===== src/rtl/svm_pkg.sv =====
package svm_pkg;

    typedef enum logic [2:0] {
        ST_IDLE,
        ST_ROTATE,
        ST_LOOKUP,
        ST_SCALE,
        ST_DIVIDE,
        ST_EMIT
    } svm_state_e;

endpackage


===== src/rtl/svm_sector_fold.sv =====
// Maps a signed angle onto a sector number and the angle inside that sector.
module svm_sector_fold #(
    parameter int ANG_W         = 12,
    parameter int UNITS_PER_DEG = 4,
    parameter int LOC_W         = $clog2(60 * UNITS_PER_DEG + 1)
) (
    input  logic signed [ANG_W-1:0] angle,
    output logic [2:0]              sector,
    output logic [LOC_W-1:0]        local_ang
);
    localparam int U60 = 60 * UNITS_PER_DEG;

    int a;
    int loc;

    always_comb begin
        a = int'(angle);
        if (a == 3 * U60) a = -3 * U60;   // +180 folds onto -180
        if (a >= 2 * U60) begin
            sector = 3'd3; loc = a - 2 * U60;
        end else if (a >= U60) begin
            sector = 3'd2; loc = a - U60;
        end else if (a >= 0) begin
            sector = 3'd1; loc = a;
        end else if (a >= -U60) begin
            sector = 3'd6; loc = a + U60;
        end else if (a >= -2 * U60) begin
            sector = 3'd5; loc = a + 2 * U60;
        end else begin
            sector = 3'd4; loc = a + 3 * U60;
        end
        local_ang = LOC_W'(loc);
    end

endmodule


===== src/rtl/svm_sine_rom.sv =====
// Two read ports into a table of round(sqrt(3) * sin(x) * 2^SIN_FRAC), x over 0..60 degrees.
module svm_sine_rom #(
    parameter int UNITS_PER_DEG = 4,
    parameter int LOC_W         = $clog2(60 * UNITS_PER_DEG + 1),
    parameter int TBL_W         = 16,
    parameter int SIN_FRAC      = 14
) (
    input  logic [LOC_W-1:0] idx_a,
    input  logic [LOC_W-1:0] idx_b,
    output logic [TBL_W-1:0] val_a,
    output logic [TBL_W-1:0] val_b
);
    localparam int U60 = 60 * UNITS_PER_DEG;

    logic [TBL_W-1:0] tbl [0:U60];

    for (genvar i = 0; i <= U60; i++) begin : g_ent
        localparam real RAD = 3.141592653589793 * i / (3.0 * U60);
        localparam real VAL = 1.7320508075688772 * $sin(RAD) * (2.0 ** SIN_FRAC);
        assign tbl[i] = TBL_W'($rtoi(VAL + 0.5));
    end

    always_comb begin
        val_a = (int'(idx_a) <= U60) ? tbl[idx_a] : '0;
        val_b = (int'(idx_b) <= U60) ? tbl[idx_b] : '0;
    end

endmodule


===== src/rtl/svm_dwell_calc.sv =====
module svm_dwell_calc
    import svm_pkg::*;
#(
    parameter int ANG_W         = 12,
    parameter int MAG_W         = 10,
    parameter int UNITS_PER_DEG = 4,
    parameter int PERIOD        = 500,
    localparam int TW           = $clog2(PERIOD + 1)
) (
    input  logic                    clk,
    input  logic                    rst_n,
    input  logic                    sample_stb,
    input  logic signed [ANG_W-1:0] angle,
    input  logic [MAG_W-1:0]        mod_index,
    output logic [2:0]              sector_o,
    output logic [TW-1:0]           t1_o,
    output logic [TW-1:0]           t2_o,
    output logic [TW-1:0]           t0_o,
    output logic                    valid_o
);
    localparam int U60      = 60 * UNITS_PER_DEG;
    localparam int LOC_W    = $clog2(U60 + 1);
    localparam int TBL_W    = 16;
    localparam int SIN_FRAC = 14;
    localparam int SHIFT    = MAG_W + SIN_FRAC;
    localparam int RAW_W    = TW + 1;            // unscaled dwell can reach ~1.5 Ts
    localparam int SUM_W    = RAW_W + 1;
    localparam int NUM_W    = RAW_W + TW;        // T1 * Ts
    localparam int DEN_W    = SUM_W;
    localparam int PROD_W   = TW + MAG_W + TBL_W;
    localparam int CNT_W    = $clog2(NUM_W + 1);
    localparam int WIDE_W   = TW + 2;

    svm_state_e state_q, state_d;

    logic signed [ANG_W-1:0] ang_q;
    logic [MAG_W-1:0]        mag_q;
    logic [2:0]              sec_c, sec_q;
    logic [LOC_W-1:0]        loc_c, loc_q;
    logic [TBL_W-1:0]        sin_a_c, sin_b_c, sin_a_q, sin_b_q;
    logic [PROD_W-1:0]       prod_a, prod_b;
    logic [RAW_W-1:0]        t1_c, t2_c, t1_raw_q, t2_raw_q;
    logic [SUM_W-1:0]        sum_c;
    logic                    over_c, over_q;
    logic [NUM_W-1:0]        num_q;
    logic [DEN_W-1:0]        den_q, rem_q;
    logic [DEN_W:0]          trial;
    logic [TW-1:0]           quo_q;
    logic [CNT_W-1:0]        cnt_q;
    logic [WIDE_W-1:0]       t0_lin;

    svm_sector_fold #(
        .ANG_W(ANG_W), .UNITS_PER_DEG(UNITS_PER_DEG), .LOC_W(LOC_W)
    ) u_fold (
        .angle(ang_q), .sector(sec_c), .local_ang(loc_c)
    );

    svm_sine_rom #(
        .UNITS_PER_DEG(UNITS_PER_DEG), .LOC_W(LOC_W),
        .TBL_W(TBL_W), .SIN_FRAC(SIN_FRAC)
    ) u_rom (
        .idx_a(LOC_W'(U60) - loc_q), .idx_b(loc_q),
        .val_a(sin_a_c), .val_b(sin_b_c)
    );

    // Dwell arithmetic shared by every sector
    always_comb begin
        prod_a = PROD_W'(PERIOD) * PROD_W'(mag_q) * PROD_W'(sin_a_q);
        prod_b = PROD_W'(PERIOD) * PROD_W'(mag_q) * PROD_W'(sin_b_q);
        t1_c   = RAW_W'(prod_a >> SHIFT);
        t2_c   = RAW_W'(prod_b >> SHIFT);
        sum_c  = SUM_W'(t1_c) + SUM_W'(t2_c);
        over_c = sum_c > SUM_W'(PERIOD);
        trial  = {rem_q, num_q[NUM_W-1]};
        t0_lin = WIDE_W'(PERIOD) - WIDE_W'(t1_raw_q) - WIDE_W'(t2_raw_q);
    end

    // Next-state logic
    always_comb begin
        state_d = state_q;
        unique case (state_q)
            ST_IDLE:   if (sample_stb) state_d = ST_ROTATE;
            ST_ROTATE: state_d = ST_LOOKUP;
            ST_LOOKUP: state_d = ST_SCALE;
            ST_SCALE:  state_d = ST_DIVIDE;
            ST_DIVIDE: if (cnt_q == CNT_W'(NUM_W - 1)) state_d = ST_EMIT;
            ST_EMIT:   state_d = ST_IDLE;
            default:   state_d = ST_IDLE;
        endcase
    end

    // State register
    always_ff @(posedge clk) begin
        if (!rst_n) state_q <= ST_IDLE;
        else        state_q <= state_d;
    end

    // Datapath and outputs
    always_ff @(posedge clk) begin
        if (!rst_n) begin
            ang_q    <= '0;  mag_q    <= '0;
            sec_q    <= '0;  loc_q    <= '0;
            sin_a_q  <= '0;  sin_b_q  <= '0;
            t1_raw_q <= '0;  t2_raw_q <= '0;
            over_q   <= 1'b0;
            num_q    <= '0;  den_q    <= '0;
            rem_q    <= '0;  quo_q    <= '0;
            cnt_q    <= '0;
            sector_o <= '0;
            t1_o     <= '0;  t2_o     <= '0;  t0_o <= '0;
            valid_o  <= 1'b0;
        end else begin
            valid_o <= 1'b0;
            unique case (state_q)
                ST_IDLE: begin
                    if (sample_stb) begin
                        ang_q <= angle;
                        mag_q <= mod_index;
                    end
                end
                ST_ROTATE: begin
                    sec_q <= sec_c;
                    loc_q <= loc_c;
                end
                ST_LOOKUP: begin
                    sin_a_q <= sin_a_c;
                    sin_b_q <= sin_b_c;
                end
                ST_SCALE: begin
                    t1_raw_q <= t1_c;
                    t2_raw_q <= t2_c;
                    over_q   <= over_c;
                    num_q    <= NUM_W'(t1_c) * NUM_W'(PERIOD);
                    den_q    <= over_c ? DEN_W'(sum_c) : DEN_W'(PERIOD);
                    rem_q    <= '0;
                    quo_q    <= '0;
                    cnt_q    <= '0;
                end
                ST_DIVIDE: begin
                    num_q <= num_q << 1;
                    cnt_q <= cnt_q + 1'b1;
                    if (trial >= {1'b0, den_q}) begin
                        rem_q <= DEN_W'(trial - {1'b0, den_q});
                        quo_q <= {quo_q[TW-2:0], 1'b1};
                    end else begin
                        rem_q <= DEN_W'(trial);
                        quo_q <= {quo_q[TW-2:0], 1'b0};
                    end
                end
                ST_EMIT: begin
                    sector_o <= sec_q;
                    t1_o     <= quo_q;
                    t2_o     <= over_q ? TW'(PERIOD) - quo_q : TW'(t2_raw_q);
                    t0_o     <= over_q ? '0 : TW'(t0_lin);
                    valid_o  <= 1'b1;
                end
                default: ;
            endcase
        end
    end

endmodule


===== config.mk =====
export PLATFORM = sky130hd
export DESIGN_NAME = svm_dwell_calc
export DESIGN_NICKNAME = d
export VERILOG_FILES = /design/src/rtl/svm_pkg.sv /design/src/rtl/svm_sector_fold.sv /design/src/rtl/svm_sine_rom.sv /design/src/rtl/svm_dwell_calc.sv
export SDC_FILE = /design/constraint.sdc
export NUM_CORES = 2
export LEC_CHECK = 0
export BUFFER_PORTS_ARGS = -buffer_cell sky130_fd_sc_hd__clkbuf_2
export CORE_MARGIN = 3
export CORE_UTILIZATION = 59
export DETAILED_ROUTE_END_ITERATION = 10
export PLACE_DENSITY = 0.84
export SLEW_MARGIN = 20
export SYNTH_ARGS = -nofsm -noshare
export SYNTH_HDL_FRONTEND = slang
export SYNTH_SLANG_ARGS = --single-unit

===== constraint.sdc =====
create_clock -name clk -period 13.18 [get_ports clk]
set_input_delay 1.318 -clock clk [delete_from_list [all_inputs] [get_ports clk]]
set_output_delay 1.318 -clock clk [all_outputs]
set_load 0.02 [all_outputs]

==> impl_metrics.tcl <==
set metrics [dict create \
    status "complete, but fails checks" \
    violations "negative setup slack" \
    tightestPinTransition_ns 1.15 \
    ant_nets 0 \
    ir_drop_mv 0.0976 \
    synth_edf_count 0 \
    routed.top_layer "met4" \
    dr.pass1.iters 11 \
    synth-warning-count 0 \
    layout_setup_ws_ns -0.418 \
    die_area_sq_um 63800 \
    hold_viol 0 \
    syn_area_sq_um 35900 \
    synthCells 4676 \
    drtIter0Drc 4896 \
    clk_pin_slew_ns 0.09 \
    critPathMostFrequentCell "fa_1" \
    cts_buffers 17 \
    slowest_delay_ns 0.58 \
    cts_num_sinks 169 \
    p_per_area_nw_per_um2 90.1 \
    synth_cell_types 86 \
    ys_ff_latch 169 \
    synth_top_area_share_pct 24.7 \
    synthTopCellsByCount "662 x inv_1, 639 x nand2_1, 442 x fa_1, 381 x ha_1, 327 x a21oi_1" \
    start_kind "register" \
    async_flop_share_pct 0 \
    route.detailed.drc 0 \
    critical_path.top_delay_family "adder cells" \
    slew_headroom_pct 23.5 \
    port-buffer-count 55 \
    crit_path_end_kind "register" \
    avgSynthCellArea_sq_um 7.67 \
    ys_top_cells_by_area "fa_1 25%, ha_1 13%, dfxtp_1 9.4%" \
    setup_viol 7 \
    finClkSkew_ns 0.0244 \
    cts_max_path_buffers 2 \
    route.met2.wl_mm 50.2 \
    synth.net_count 5524 \
    detail_route.wl_per_cell_microns 20.5 \
    antenna_found_initial 0 \
    placed_area_sq_um 37500 \
    pin_count 56 \
    post-route-util_pct 65.2 \
    cp_slowest_cell "fa_1" \
    htree_levels 4 \
    wl_met3_mm 12.4 \
    n_fill_cell 4753 \
    grt_pass1_vias 34000 \
    synth_mux_area_share_pct 1.90 \
    die_x_microns 253 \
    drive_gt1_share_pct 10.2 \
    hold_class "reg -> reg" \
    worstPathMaxFanout 7 \
    fmax_ghz 0.0735 \
    worst_ep_required_time_ns 13.52 \
    synth_compound_area_share_pct 18.8 \
    critPathBufInv 15 \
    rows 89 \
    dp.cells 5352 \
    die_h_microns 253 \
    setup_tns_ns -1.92 \
    synth.most_common_cell "inv_1" \
    synth-seq-area-share_pct 9.44 \
    core_sq_um 59600 \
    regArea_sq_um 3410 \
    multi_input_area_sq_um 29300 \
    grt_max_degree 97 \
    finalCriticalPeriod_ns 13.60 \
    slew_violations 0 \
    avgViaCountPerCell 6.32 \
    cap_violations 0 \
    area_delta_synth_final_pct 8.37 \
    regToRegSetupSlack_ns -0.42 \
    overflow 0 \
    synthFlopType "dfxtp_1" \
    rsz0062_at_grt "true" \
    synth_top_family_by_area "adder cells" \
    synth_simple_gate_area_share_pct 18.9 \
    yosys.area.top_type "fa_1" \
    dp_hpwl_mm 79.6 \
    initial_utilization_pct 60.2 \
    dr_total_vias 34200 \
    worstPathArrival_ns 13.94 \
    wl_mm 111 \
    wl_met1_mm 42.3 \
    fin_cells 5414 \
    period_share_pct 103 \
    final_nets 5475 \
    clockRootBuffer "clkbuf_16" \
    routabilityCongestion 1.02 \
    grt_pass1_wl_mm 179 \
    clk_latency_ns 0.47 \
    cts_tree "built" \
    grt_usage_pct 34.8 \
    fin_area_sq_um 38900 \
    synth-xor-area-share_pct 2.25 \
    p_leak_nw 17.9 \
    crit_type "reg -> reg" \
    synthAdderAreaFrac_pct 38.0 \
    ctsHoldBuffers 0 \
]
## cell usage in the layout (no fill, tap or decap), types with 31 or more instances in the layout
master and count:
nor2b_1 32, nand2b_1 64, a21o_1 33, xnor2_1 54, inv_1 650, nand3_1 88
o211ai_1 70, a31oi_1 41, a21oi_1 309, fa_1 440, a22oi_1 57, a211oi_1 72
and2_1 248, nor3_1 56, o21ai_0 216, nand2_1 638, mux2i_1 31, buf_4 214
dfxtp_1 160, clkbuf_2 55, nor2_1 245, ha_1 368, a311oi_1 31
## per-stage QoR
step / setup slack (ns) / power, mW / hold slack (ns)
2_1_floorplan: 0.00802 / 1.95 / 0.432
3_3_place_gp: -0.229 / 2.67 / 0.442
3_5_place_dp: -0.550 / 2.74 / 0.449
4_1_cts: 0.00983 / 3.35 / 0.448
5_1_grt: -0.811 / 3.75 / 0.484
6_report: -0.418 / 3.50 / 0.448
## flip-flops by register name, summed over array words and instances, names as in the netlist
signal and count:
sin_b_q 15, mag_q 10, t1_o 9, sector_o 3, over_q 1, state_q 3
sin_a_q 15, valid_o 1, rem_q 11, cnt_q 5, quo_q 9, t2_raw_q 9
ang_q 12, sec_q 3, t1_raw_q 9, loc_q 8, num_q 17, t0_o 9
t2_o 9, den_q 11
## logic make-up (layout without fill, tap and decap cells)
kind of cell / count (synthesis) / after routing
AND/OR/NAND/NOR: 1462 / 1462
AO/OA/AOI/OAI: 1058 / 1058
buffers and inverters: 1016 / 980
adder cells (fa/ha/maj): 824 / 824
flip-flops: 169 / 169
XOR/XNOR: 92 / 92
multiplexers: 55 / 55
other: 0 / 1
## path summary, 6_finish.rpt
| kind | cells after the start | from | to |
|---|---|---|---|
| min | 2 | sec_q[0] | sector_o[0] |
| max | 58 | mag_q[2] | num_q[18] |
| max reg2reg | 58 | mag_q[2] | num_q[18] |
| min reg2reg | 2 | sec_q[0] | sector_o[0] |
## per-layer routing
layer | global-route usage, % | up-vias
met5 | 0 | -
met4 | 17.2 | 0
met3 | 7.28 | 458
met2 | 55.2 | 2139
met1 | 45.5 | 16300
li1 | - | 15300
## worst reg2reg max path: cells and delay by family, from the launching register on
kind / cells / cell delay, ns
xor gates and xnor gates: 2 / 0.35
adders and majority gates: 16 / 7.46
AOI/OAI and AO/OA: 19 / 3.32
buffers and inverters: 15 / 1.27
DFF: 1 / 0.39
and+or+nand+nor: 6 / 0.67
## what timing repair did
item,CTS,global route
gates cloned,0,0
setup buffers,13,17
setup endpoints to repair,7,21
pin swaps,52,73
resized for setup,52,55
hold endpoints to repair,0,0
## power breakdown
group | switching (mW) | internal (mW) | leakage [nW]
Clock | 0.286 | 0.265 | 0.305
Sequential | 0.0513 | 0.530 | 1.37
Combinational | 1.47 | 0.896 | 16.3
Total | 1.81 | 1.69 | 17.9
## final cells by class
cell class	count	share of cell area (%)
Clock inverter	15	0.544
Clock buffer	17	1.09
Antenna cell	1	0.00644
Timing Repair Buffer	280	5.17
Inverter	668	6.47
Sequential cell	169	8.77
Multi-Input combinational cell	3491	75.5
Tap cell	773	2.49
(Power assumes the default switching activity.)
